$ cat src/rtl/vcf_pkg.sv
package vcf_pkg;
  localparam int OP_W      = 12;
  localparam logic [OP_W-1:0] OP_MASK = 12'hFF3;
  localparam int BIT_RUN   = 15;
  localparam int BIT_ERR   = 16;
  localparam int BIT_STALL = 24;
  localparam int CMP_W     = 3;
  localparam int RES_W     = 16;
  localparam int NPTR      = 4;
  localparam int NLEN      = 2;
  localparam int ADDR_PTR0 = 0;
  localparam int ADDR_LEN0 = ADDR_PTR0 + NPTR;
  localparam int ADDR_SHIFT  = ADDR_LEN0 + NLEN;
  localparam int ADDR_FUNC   = ADDR_SHIFT + 1;
  localparam int ADDR_CMP    = ADDR_FUNC + 1;
  localparam int ADDR_MSW    = ADDR_CMP + 1;
  localparam int ADDR_DIVMSW = ADDR_MSW + 1;

  typedef struct packed {
    logic [CMP_W-1:0] cmp;
    logic [RES_W-1:0] msw;
    logic [RES_W-1:0] divmsw;
  } res_t;

  function automatic logic single_op(logic [OP_W-1:0] ops);
    return $countones(ops & OP_MASK) == 1;
  endfunction
endpackage

$ cat src/rtl/vcf_operand_bank.sv
module vcf_operand_bank #(
  parameter int PTR_W = 11,
  parameter int LEN_W = 9,
  parameter int NP    = 4,
  parameter int NL    = 2
) (
  input  logic                      clk_i,
  input  logic                      rst_ni,
  input  logic [NP-1:0]             ptr_wr_i,
  input  logic [NL-1:0]             len_wr_i,
  input  logic [PTR_W-1:1]          ptr_wdata_i,
  input  logic [LEN_W-1:0]          len_wdata_i,
  input  logic                      load_i,
  output logic [NP-1:0][PTR_W-1:0]  ptr_nxt_o,
  output logic [NP-1:0][PTR_W-1:0]  ptr_cur_o,
  output logic [NL-1:0][LEN_W-1:0]  len_nxt_o,
  output logic [NL-1:0][LEN_W-1:0]  len_cur_o
);
  for (genvar g = 0; g < NP; g++) begin : g_ptr
    logic [PTR_W-1:0] nxt_q, cur_q;
    always_ff @(posedge clk_i or negedge rst_ni) begin
      if (!rst_ni) begin
        nxt_q <= '0;
        cur_q <= '0;
      end else begin
        if (ptr_wr_i[g]) nxt_q <= {ptr_wdata_i, 1'b0};
        if (load_i)      cur_q <= nxt_q;
      end
    end
    assign ptr_nxt_o[g] = nxt_q;
    assign ptr_cur_o[g] = cur_q;
  end

  for (genvar g = 0; g < NL; g++) begin : g_len
    logic [LEN_W-1:0] nxt_q, cur_q;
    always_ff @(posedge clk_i or negedge rst_ni) begin
      if (!rst_ni) begin
        nxt_q <= '0;
        cur_q <= '0;
      end else begin
        if (len_wr_i[g]) nxt_q <= len_wdata_i;
        if (load_i)      cur_q <= nxt_q;
      end
    end
    assign len_nxt_o[g] = nxt_q;
    assign len_cur_o[g] = cur_q;
  end

  // execution-side operand set only moves on a start
  a_r5_cur_hold: assert property (@(posedge clk_i) disable iff (!rst_ni)
    !load_i |=> $stable(ptr_cur_o) && $stable(len_cur_o));
endmodule

$ cat src/rtl/vcf_func_ctrl.sv
module vcf_func_ctrl
  import vcf_pkg::*;
#(
  parameter int DW   = 32,
  parameter int SH_W = 5
) (
  input  logic            clk_i,
  input  logic            rst_ni,
  input  logic            func_wr_i,
  input  logic            shift_wr_i,
  input  logic [DW-1:0]   wdata_i,
  input  logic            done_i,
  output logic            run_o,
  output logic            stall_o,
  output logic            err_o,
  output logic            pend_o,
  output logic [OP_W-1:0] ops_o,
  output logic [SH_W-1:0] shift_o,
  output logic            start_o,
  output logic            load_o,
  output logic            capture_o,
  output logic            commit_o
);
  logic run_q, stall_q, err_q, pend_q, start_q;
  logic [OP_W-1:0] ops_q;
  logic [SH_W-1:0] shift_q;
  logic go, ok, done_act;

  always_comb begin
    go        = func_wr_i && wdata_i[BIT_RUN] && !run_q;
    ok        = single_op(wdata_i[OP_W-1:0]);
    load_o    = go && ok;
    done_act  = run_q && done_i && !pend_q;
    capture_o = done_act && stall_q;
    commit_o  = run_q && !stall_q && (pend_q || done_act);
  end

  always_ff @(posedge clk_i or negedge rst_ni) begin
    if (!rst_ni) begin
      run_q   <= 1'b0;
      stall_q <= 1'b0;
      err_q   <= 1'b0;
      pend_q  <= 1'b0;
      start_q <= 1'b0;
      ops_q   <= '0;
      shift_q <= '0;
    end else begin
      if (func_wr_i) begin
        stall_q <= wdata_i[BIT_STALL];
        if (!run_q) ops_q <= wdata_i[OP_W-1:0];
      end
      if (go) err_q <= !ok;
      if (load_o)        run_q <= 1'b1;
      else if (commit_o) run_q <= 1'b0;
      if (capture_o)     pend_q <= 1'b1;
      else if (commit_o) pend_q <= 1'b0;
      start_q <= load_o;
      if (shift_wr_i && !run_q) shift_q <= wdata_i[SH_W-1:0];
    end
  end

  assign run_o   = run_q;
  assign stall_o = stall_q;
  assign err_o   = err_q;
  assign pend_o  = pend_q;
  assign ops_o   = ops_q;
  assign shift_o = shift_q;
  assign start_o = start_q;

  // a start pulse only goes out for a running single-operation command
  a_r3_start_single: assert property (@(posedge clk_i) disable iff (!rst_ni)
    start_q |-> run_q && ($countones(ops_q & OP_MASK) == 1));
  // an error flag never coexists with a run
  a_r4_err_idle: assert property (@(posedge clk_i) disable iff (!rst_ni)
    err_q |-> !run_q);
  // operation field and shift count frozen across a run
  a_r6_locked: assert property (@(posedge clk_i) disable iff (!rst_ni)
    run_q && $past(run_q) |-> $stable(ops_q) && $stable(shift_q));
  // run only falls after a done pulse or a held completion
  a_r7_run_fall: assert property (@(posedge clk_i) disable iff (!rst_ni)
    $fell(run_q) |-> $past(done_i) || $past(pend_q));
  // a held result keeps the operation running
  a_r8_pend_run: assert property (@(posedge clk_i) disable iff (!rst_ni)
    pend_q |-> run_q);
endmodule

$ cat src/rtl/vcf_result_regs.sv
module vcf_result_regs
  import vcf_pkg::*;
(
  input  logic clk_i,
  input  logic rst_ni,
  input  res_t res_i,
  input  logic capture_i,
  input  logic commit_i,
  input  logic use_hold_i,
  output res_t res_o
);
  res_t hold_q, out_q;

  always_ff @(posedge clk_i or negedge rst_ni) begin
    if (!rst_ni) begin
      hold_q <= '0;
      out_q  <= '0;
    end else begin
      if (capture_i) hold_q <= res_i;
      if (commit_i)  out_q  <= use_hold_i ? hold_q : res_i;
    end
  end

  assign res_o = out_q;

  // visible results change only on a commit
  a_r9_res_stable: assert property (@(posedge clk_i) disable iff (!rst_ni)
    !commit_i |=> $stable(out_q));
  // commit and capture never coincide
  a_r8_no_overlap: assert property (@(posedge clk_i) disable iff (!rst_ni)
    !(capture_i && commit_i));
endmodule

$ cat src/rtl/vec_cmd_frontend.sv
module vec_cmd_frontend
  import vcf_pkg::*;
#(
  parameter int AW    = 4,
  parameter int DW    = 32,
  parameter int PTR_W = 11,
  parameter int LEN_W = 9,
  parameter int SH_W  = 5
) (
  input  logic              clk_i,
  input  logic              rst_ni,
  input  logic              reg_wr_i,
  input  logic [AW-1:0]     reg_addr_i,
  input  logic [DW-1:0]     reg_wdata_i,
  output logic [DW-1:0]     reg_rdata_o,
  output logic              exec_start_o,
  output logic [OP_W-1:0]   exec_op_o,
  output logic [PTR_W-1:0]  exec_aptr_o,
  output logic [PTR_W-1:0]  exec_bptr_o,
  output logic [PTR_W-1:0]  exec_cptr_o,
  output logic [PTR_W-1:0]  exec_dptr_o,
  output logic [LEN_W-1:0]  exec_alen_o,
  output logic [LEN_W-1:0]  exec_blen_o,
  output logic [SH_W-1:0]   exec_shift_o,
  input  logic              exec_done_i,
  input  logic [CMP_W-1:0]  exec_cmp_i,
  input  logic [RES_W-1:0]  exec_msw_i,
  input  logic [RES_W-1:0]  exec_divmsw_i,
  output logic              irq_o,
  output logic              err_o
);
  logic [NPTR-1:0] ptr_wr;
  logic [NLEN-1:0] len_wr;
  logic func_wr, shift_wr;
  logic [NPTR-1:0][PTR_W-1:0] ptr_nxt, ptr_cur;
  logic [NLEN-1:0][LEN_W-1:0] len_nxt, len_cur;
  logic run, stall, err, pend, load, capture, commit;
  logic [OP_W-1:0] ops;
  logic [SH_W-1:0] shift;
  res_t res_in, res_out;

  always_comb begin
    for (int i = 0; i < NPTR; i++) ptr_wr[i] = reg_wr_i && (reg_addr_i == AW'(ADDR_PTR0 + i));
    for (int i = 0; i < NLEN; i++) len_wr[i] = reg_wr_i && (reg_addr_i == AW'(ADDR_LEN0 + i));
    shift_wr = reg_wr_i && (reg_addr_i == AW'(ADDR_SHIFT));
    func_wr  = reg_wr_i && (reg_addr_i == AW'(ADDR_FUNC));
  end

  vcf_operand_bank #(.PTR_W(PTR_W), .LEN_W(LEN_W), .NP(NPTR), .NL(NLEN)) u_bank (
    .clk_i, .rst_ni,
    .ptr_wr_i(ptr_wr), .len_wr_i(len_wr),
    .ptr_wdata_i(reg_wdata_i[PTR_W-1:1]), .len_wdata_i(reg_wdata_i[LEN_W-1:0]),
    .load_i(load),
    .ptr_nxt_o(ptr_nxt), .ptr_cur_o(ptr_cur),
    .len_nxt_o(len_nxt), .len_cur_o(len_cur)
  );

  vcf_func_ctrl #(.DW(DW), .SH_W(SH_W)) u_ctrl (
    .clk_i, .rst_ni,
    .func_wr_i(func_wr), .shift_wr_i(shift_wr), .wdata_i(reg_wdata_i),
    .done_i(exec_done_i),
    .run_o(run), .stall_o(stall), .err_o(err), .pend_o(pend),
    .ops_o(ops), .shift_o(shift), .start_o(exec_start_o),
    .load_o(load), .capture_o(capture), .commit_o(commit)
  );

  assign res_in = '{cmp: exec_cmp_i, msw: exec_msw_i, divmsw: exec_divmsw_i};

  vcf_result_regs u_res (
    .clk_i, .rst_ni,
    .res_i(res_in), .capture_i(capture), .commit_i(commit),
    .use_hold_i(pend), .res_o(res_out)
  );

  always_comb begin
    reg_rdata_o = '0;
    for (int i = 0; i < NPTR; i++)
      if (reg_addr_i == AW'(ADDR_PTR0 + i)) reg_rdata_o = DW'(ptr_nxt[i]);
    for (int i = 0; i < NLEN; i++)
      if (reg_addr_i == AW'(ADDR_LEN0 + i)) reg_rdata_o = DW'(len_nxt[i]);
    if (reg_addr_i == AW'(ADDR_SHIFT)) reg_rdata_o = DW'(shift);
    if (reg_addr_i == AW'(ADDR_FUNC)) begin
      reg_rdata_o[OP_W-1:0] = ops;
      reg_rdata_o[BIT_RUN]   = run;
      reg_rdata_o[BIT_ERR]   = err;
      reg_rdata_o[BIT_STALL] = stall;
    end
    if (reg_addr_i == AW'(ADDR_CMP))    reg_rdata_o = DW'(res_out.cmp);
    if (reg_addr_i == AW'(ADDR_MSW))    reg_rdata_o = DW'(res_out.msw);
    if (reg_addr_i == AW'(ADDR_DIVMSW)) reg_rdata_o = DW'(res_out.divmsw);
  end

  assign exec_op_o    = ops;
  assign exec_aptr_o  = ptr_cur[0];
  assign exec_bptr_o  = ptr_cur[1];
  assign exec_cptr_o  = ptr_cur[2];
  assign exec_dptr_o  = ptr_cur[3];
  assign exec_alen_o  = len_cur[0];
  assign exec_blen_o  = len_cur[1];
  assign exec_shift_o = shift;
  assign irq_o        = !run;
  assign err_o        = err;

  // a start pulse drops the interrupt line
  a_r3_start_irq: assert property (@(posedge clk_i) disable iff (!rst_ni)
    exec_start_o |-> !irq_o);
  // a done pulse without stall ends the run
  a_r7_done_ends: assert property (@(posedge clk_i) disable iff (!rst_ni)
    !irq_o && exec_done_i && !stall && !pend |=> irq_o);
endmodule

$ cat config.mk
export PLATFORM = sky130hd
export DESIGN_NAME = vec_cmd_frontend
export DESIGN_NICKNAME = d
export VERILOG_FILES = /design/src/rtl/vcf_pkg.sv /design/src/rtl/vcf_operand_bank.sv /design/src/rtl/vcf_func_ctrl.sv /design/src/rtl/vcf_result_regs.sv /design/src/rtl/vec_cmd_frontend.sv
export SDC_FILE = /design/constraint.sdc
export NUM_CORES = 1
export LEC_CHECK = 0
export ABC_AREA = 1
export CORE_MARGIN = 3
export CORE_UTILIZATION = 30
export CTS_BUF_LIST = sky130_fd_sc_hd__clkbuf_8
export DETAILED_ROUTE_END_ITERATION = 16
export REMOVE_ABC_BUFFERS = 1
export SYNTH_ARGS = -nofsm -noshare
export SYNTH_HDL_FRONTEND = slang
export SYNTH_HIERARCHICAL = 1
export SYNTH_SLANG_ARGS = --single-unit
$ cat constraint.sdc
create_clock -name clk_i -period 2.6 [get_ports clk_i]
set_input_delay 0.52 -clock clk_i [delete_from_list [all_inputs] [get_ports clk_i]]
set_output_delay 0.52 -clock clk_i [all_outputs]
set_load 0.02 [all_outputs]
# Yosys cells after proc, flatten, opt, wreduce, memory -nomap -nowiden
# Index checks and enable logic that the tools add are counted.
# totals
inputBits,75
reg_bits,208
output_inout_bits,114
# op_classes
n_eq_ne,11
muxes,17
addsub,9
reduce_logical,26
bitwise,1
# op_table
operator,count
32-bit two-way mux,9
32-bit adder,4
35-bit two-way mux,1
"32-bit by 2-bit == test with 1-bit output, second input constant",1
1-bit logical AND,17
"4-bit by 3-bit == test with 1-bit output, second input constant",4
"4-bit == test, second input constant",3
12-bit two-way mux,1
11-bit two-way mux,1
1-bit by 1-bit adder with 2-bit output,5
"4-bit by 2-bit == test with 1-bit output, second input constant",2
"4-bit by 1-bit == test with 1-bit output, second input constant",1
1-bit zero test,4
4-bit zero test,1
1-bit two-way mux,4
2-bit nonzero test,2
2-bit two-way mux,1
2-bit AND reduction,1
1-bit logical OR,1
1-bit NOT,1

# Logic depth before layout (Yosys ltp)
# depth
depth_word,12
mapped_depth,20

# Modules after synthesis
# Netlist, hierarchy kept.
# by_module_without_submodules
module,n_inst,cells_per_inst,area_each_um2
vcf_operand_bank,1,499,4428.0
vcf_result_regs,1,409,3216.8
vec_cmd_frontend,1,238,1159.9
vcf_func_ctrl,1,118,1126.1

# Worst setup path after synthesis
# Ideal clock, no wire load.
# synth_timing
path_kind,input -> register
start,input reg_wdata_i[0]
end,register u_bank.g_len[0].cur_q[0]
stages,20
t_required_ps,2483
n_path_buf,3
arrival_ps,3546
slack_ps,-1063
cell_sequence,fa_1 fa_1 inv_1 fa_1 inv_1 ha_1 inv_1 fa_1 nand2_1 inv_1 nand2_1 nor2_1 nand2_1 inv_1 buf_2 inv_2 buf_6 buf_6 nand2_1 nand2_1
# synth_between
elab_chain_cells,5
# synth_rtl
element,line,rtl
from (decl),vec_cmd_frontend.sv:14,"input logic [DW-1:0] reg_wdata_i,"
1-bit by 1-bit adder with 2-bit output (not written as such),vcf_pkg.sv:26,return $countones(ops & OP_MASK) == 1;
32-bit adder (not written as such) (2 in series),vcf_pkg.sv:26,
32-bit by 2-bit == test with 1-bit output,vcf_pkg.sv:26,
1-bit logical AND,vcf_func_ctrl.sv:32,load_o = go && ok;
net load,vec_cmd_frontend.sv:37,"logic run, stall, err, pend, load, capture, commit;"
to (signal assigned),vcf_operand_bank.sv:42,if (load_i) cur_q <= nxt_q;
to (decl),vcf_operand_bank.sv:35,"logic [LEN_W-1:0] nxt_q, cur_q;"
# The timed path passes the listed nets, and every way through them passes these cells.
# A chain may end at the register's enable or synchronous reset.

# Final worst setup path
# layout_timing
start,input reg_wdata_i[7]
end,register u_bank.g_len[0].cur_q[6]
# layout_between
elab_chain_cells,6
# layout_rtl
element,line
1-bit by 1-bit adder with 2-bit output (not written as such),vcf_pkg.sv:26
32-bit adder (not written as such) (3 in series),vcf_pkg.sv:26
32-bit by 2-bit == test with 1-bit output,vcf_pkg.sv:26
1-bit logical AND,vcf_func_ctrl.sv:32
net load,vec_cmd_frontend.sv:37
# The timed path passes the listed nets, and every way through them passes these cells.

==> results.toml <==
[route]
viasPerCell = 4.36
firstDrtPassIters = 5
drtAntennaViolNets = 0
wire_per_inst_um = 15.0
vias = 8442
drc_errors = 0
drtIter0Drc = 526
wirelength_mm = 29.0

[yosys]
ys.flop_type = "dfrtp_1"
synth_compound_area_frac = 0.0391
postSynthCellCount = 1264
netlist_area_um2 = 9930
ys_seq_elements = 208
ys_warn_count = 6
synth_edf_count = 0
synth_common_cells = "nand2_1 (621), dfrtp_1 (208), inv_1 (113)"
synthXorXnorAreaFrac = 0
synth_mux_area_frac = 0
yosysMostFrequentCell = "nand2_1"
yosysTopAreaCell = "dfrtp_1"
yosys.area_share.simple = 0.319
avgSynthCellArea_um2 = 7.86
synth_top_family_by_area = "simple AND/OR/NAND/NOR gates"
synthAdderAreaFrac = 0.0146
ys_seq_area_frac = 0.524
async_flop_share = 1.00
yosysTopAreaCellShare = 0.524
synth_area_leaders = "dfrtp_1 (52%), nand2_1 (23%), inv_1 (4.3%)"
synth.distinct_cells = 36

[critical_path]
arrival_ns = 3.67
reg2reg_depth = 4
rrSetupSlack_ns = 1.06
required_ns = 2.99
criticalPathCategory = "in2reg"
rr_startpoint = "u_ctrl/pend_o"
worst_path_max_delay_cell = "fa_1"
max_stage_delay_ns = 0.53
start_kind = "input pin"
cp-startpoint = "reg_wdata_i[7]"
critPathMaxFanout = 13
cp-endpoint = "u_bank/g_len[0].cur_q[6]"
r2r_end = "u_res/hold_q[18]"
cp-end-kind = "register"
cp_cell_sequence = "buf_8 -> fa_1 -> fa_1 -> inv_1 -> fa_1 -> inv_2 -> ha_4 -> inv_2 -> fa_1 -> nand2_1 -> inv_1 -> nand2_1 -> nor2_2 -> nand2_2 -> clkinv_4 -> inv_8 -> buf_12 -> nand2_1 -> nand2_1"

[sta]
hold_viol = 1
fin_ws_ns = -0.680
final-setup-viol-count = 61
min_period_over_period = 1.26
fin_skew_ns = 0.0224
max_freq_mhz = 305
timing.slew.headroom = 0.630
final_max_slew_viol_count = 0
min_period_ns = 3.28
grt_setup_unrepaired = "yes"
hold_slack_ns = -0.00703
worst_pin_slew_ns = 0.555

[clock_tree]
cts_tree = "yes"
cts_root_buf = "clkbuf_8"
numCtsBuffers = 38
hold_buffers = 0
clk-insertion-delay-late_ns = 0.52
cts_sinks = 208
clock_path_buffers = 3
clk_pin_slew_worst_paths_ns = 0.06
htreeDepth = 2

[final_layout]
area_growth_pct = 32.0
drive_gt1_frac = 0.144
fin_cells = 1938
nFillCells = 3238
finish.instance_area_um2 = 13100
nNetsFinal = 1560

[die]
dieArea_um2 = 35300
die_h_um = 188
ios = 189
fp-row-count = 65
die_w_um = 188
start_util = 0.309
core_um2 = 32100

[place]
hpwlAfterDp_mm = 20.5
placed_area_um2 = 12200
place_inst = 1865
gp_congestion = 0.873
io_buffers = 152

[power]
pwr_density_cell_nw_per_um2 = 770
switching_share = 0.337
p_int_mw = 6.69
p_clk_frac = 0.295
p_leak_nw = 6.86
switchingPower_mw = 3.40
seqPwrFrac = 0.445
power_frac_comb = 0.259
peakVddDrop_v = 0.000344

[grt]
grt_use_total = 0.162
grt_pass1_vias = 8175
antenna_found_initial = 1
grt_pass1_wl_mm = 45.7
grt_max_degree = 66
overflow = 0

[flow_run]
cap_violations = 0

[run_status]
violations = "negative hold slack, negative setup slack"
status = "complete, but fails checks"

[min_path]
hold_class = "in2async"
==> worst min-delay path by stage <==
stage                                    end  cells after the start  slack [ns]                startpoint
detailed placement  u_bank/g_ptr[3].cur_q[9]                      2        0.46  u_bank/g_ptr[3].cur_q[9]
floorplan           u_bank/g_len[0].cur_q[0]                      0        0.22                    rst_ni
finish              u_bank/g_ptr[0].cur_q[3]                      1      -0.007                    rst_ni
global route        u_bank/g_ptr[0].cur_q[3]                      1        0.02                    rst_ni
CTS                 u_bank/g_ptr[0].cur_q[3]                      1       0.003                    rst_ni
global placement    u_bank/g_ptr[2].cur_q[2]                      2        0.46  u_bank/g_ptr[2].cur_q[2]
==> cells by family after synthesis <==
| group | Yosys count |
|---|---|
| AND/OR/NAND/NOR | 775 |
| flip-flops | 208 |
| buffers and inverters | 200 |
| AO/OA/AOI/OAI | 71 |
| adder cells (fa/ha/maj) | 8 |
| other | 2 |
==> placed cells by master (no fill, tap or decap), types with 4 or more instances in the layout <==
cell               n
buf_6              7
clkinv_1           6
conb_1            22
o21ai_0           56
nor2_2             5
clkdlybuf4s50_1  123
or2_0              9
a21oi_1            4
o21ai_2            5
buf_4             59
nand3_1           73
fa_1               6
nand4_1           18
clkdlybuf4s15_1    4
buf_12            10
inv_2              7
nor2_4             5
clkbuf_8          49
nand2_1          602
clkbuf_2           4
dfrtp_1          208
nand2_2           30
nor2_1            21
inv_1            122
buf_2              7
==> sequential cells by signal (all words and copies together) (netlist names), 5 cells and up <==
name                flops
u_bank/g_ptr.nxt_q     40
u_bank/g_len.cur_q     18
u_bank/g_ptr.cur_q     40
u_bank/g_len.nxt_q     18
u_ctrl/ops_o           12
u_res/hold_q           35
u_ctrl/shift_o          5
u_res/res_o            35
==> metrics by stage <==
| stage | hold slack [ns] | utilization | total power, mW | worst slack (ns) | TNS [ns] |
|---|---|---|---|---|---|
| after CTS | 0.00262 | 0.406 | 10.2 | -0.703 | -40.50 |
| after floorplan | 0.224 | - | 5.91 | -2.15 | -193.46 |
| after global routing | 0.0217 | 0.408 | 10.8 | -0.796 | -46.13 |
| after global placement | 0.455 | 0.379 | 7.10 | -1.69 | -110.70 |
| final | -0.00703 | 0.408 | 10.1 | -0.680 | -39.19 |
| after detailed placement | 0.458 | 0.379 | 7.16 | -1.80 | -116.03 |
==> worst max-delay path: cells and delay by family <==
kind	cells	cell delay [ns]
adder cells (fa/ha/maj)	5	2.10
buffers and inverters	8	0.62
AND/OR/NAND/NOR	6	0.42
==> power groups by stage <==
stage                     registers [mW]  clock network [mW]  logic (mW)
after detailed placement            4.54                   0        2.62
after CTS                           4.49                3.09        2.63
final                               4.49                2.98        2.62
after floorplan                     4.67                   0        1.24
after global routing                4.59                3.24        2.95
after global placement              4.53                   0        2.57
==> per-layer routing <==
layer	track usage	routed length, um	vias to the layer above
li1	-	-	4248
met1	0.229	13700	3897
met2	0.251	12900	254
met3	0.0396	1930	43
met4	0.0407	474	0
met5	0	0	-
==> layout make-up <==
type                       instances  area [um^2]  share of cell area
inverter                         127          499              0.0381
clock buffer                      48          661              0.0504
antenna                            1         2.50            0.000191
tap                              435          544              0.0415
clock inverter                    17         71.3             0.00544
timing repair buffer             226         2240               0.171
multi-input combinational        876         3890               0.297
sequential                       208         5200               0.397
==> timing repair <==
item,4_1_cts,5_1_grt
buffers inserted,5,2
pin swaps,6,8
setup endpoints to repair,79,76
gates resized for setup,112,32
cloned,2,2
(Power assumes the default switching activity.)
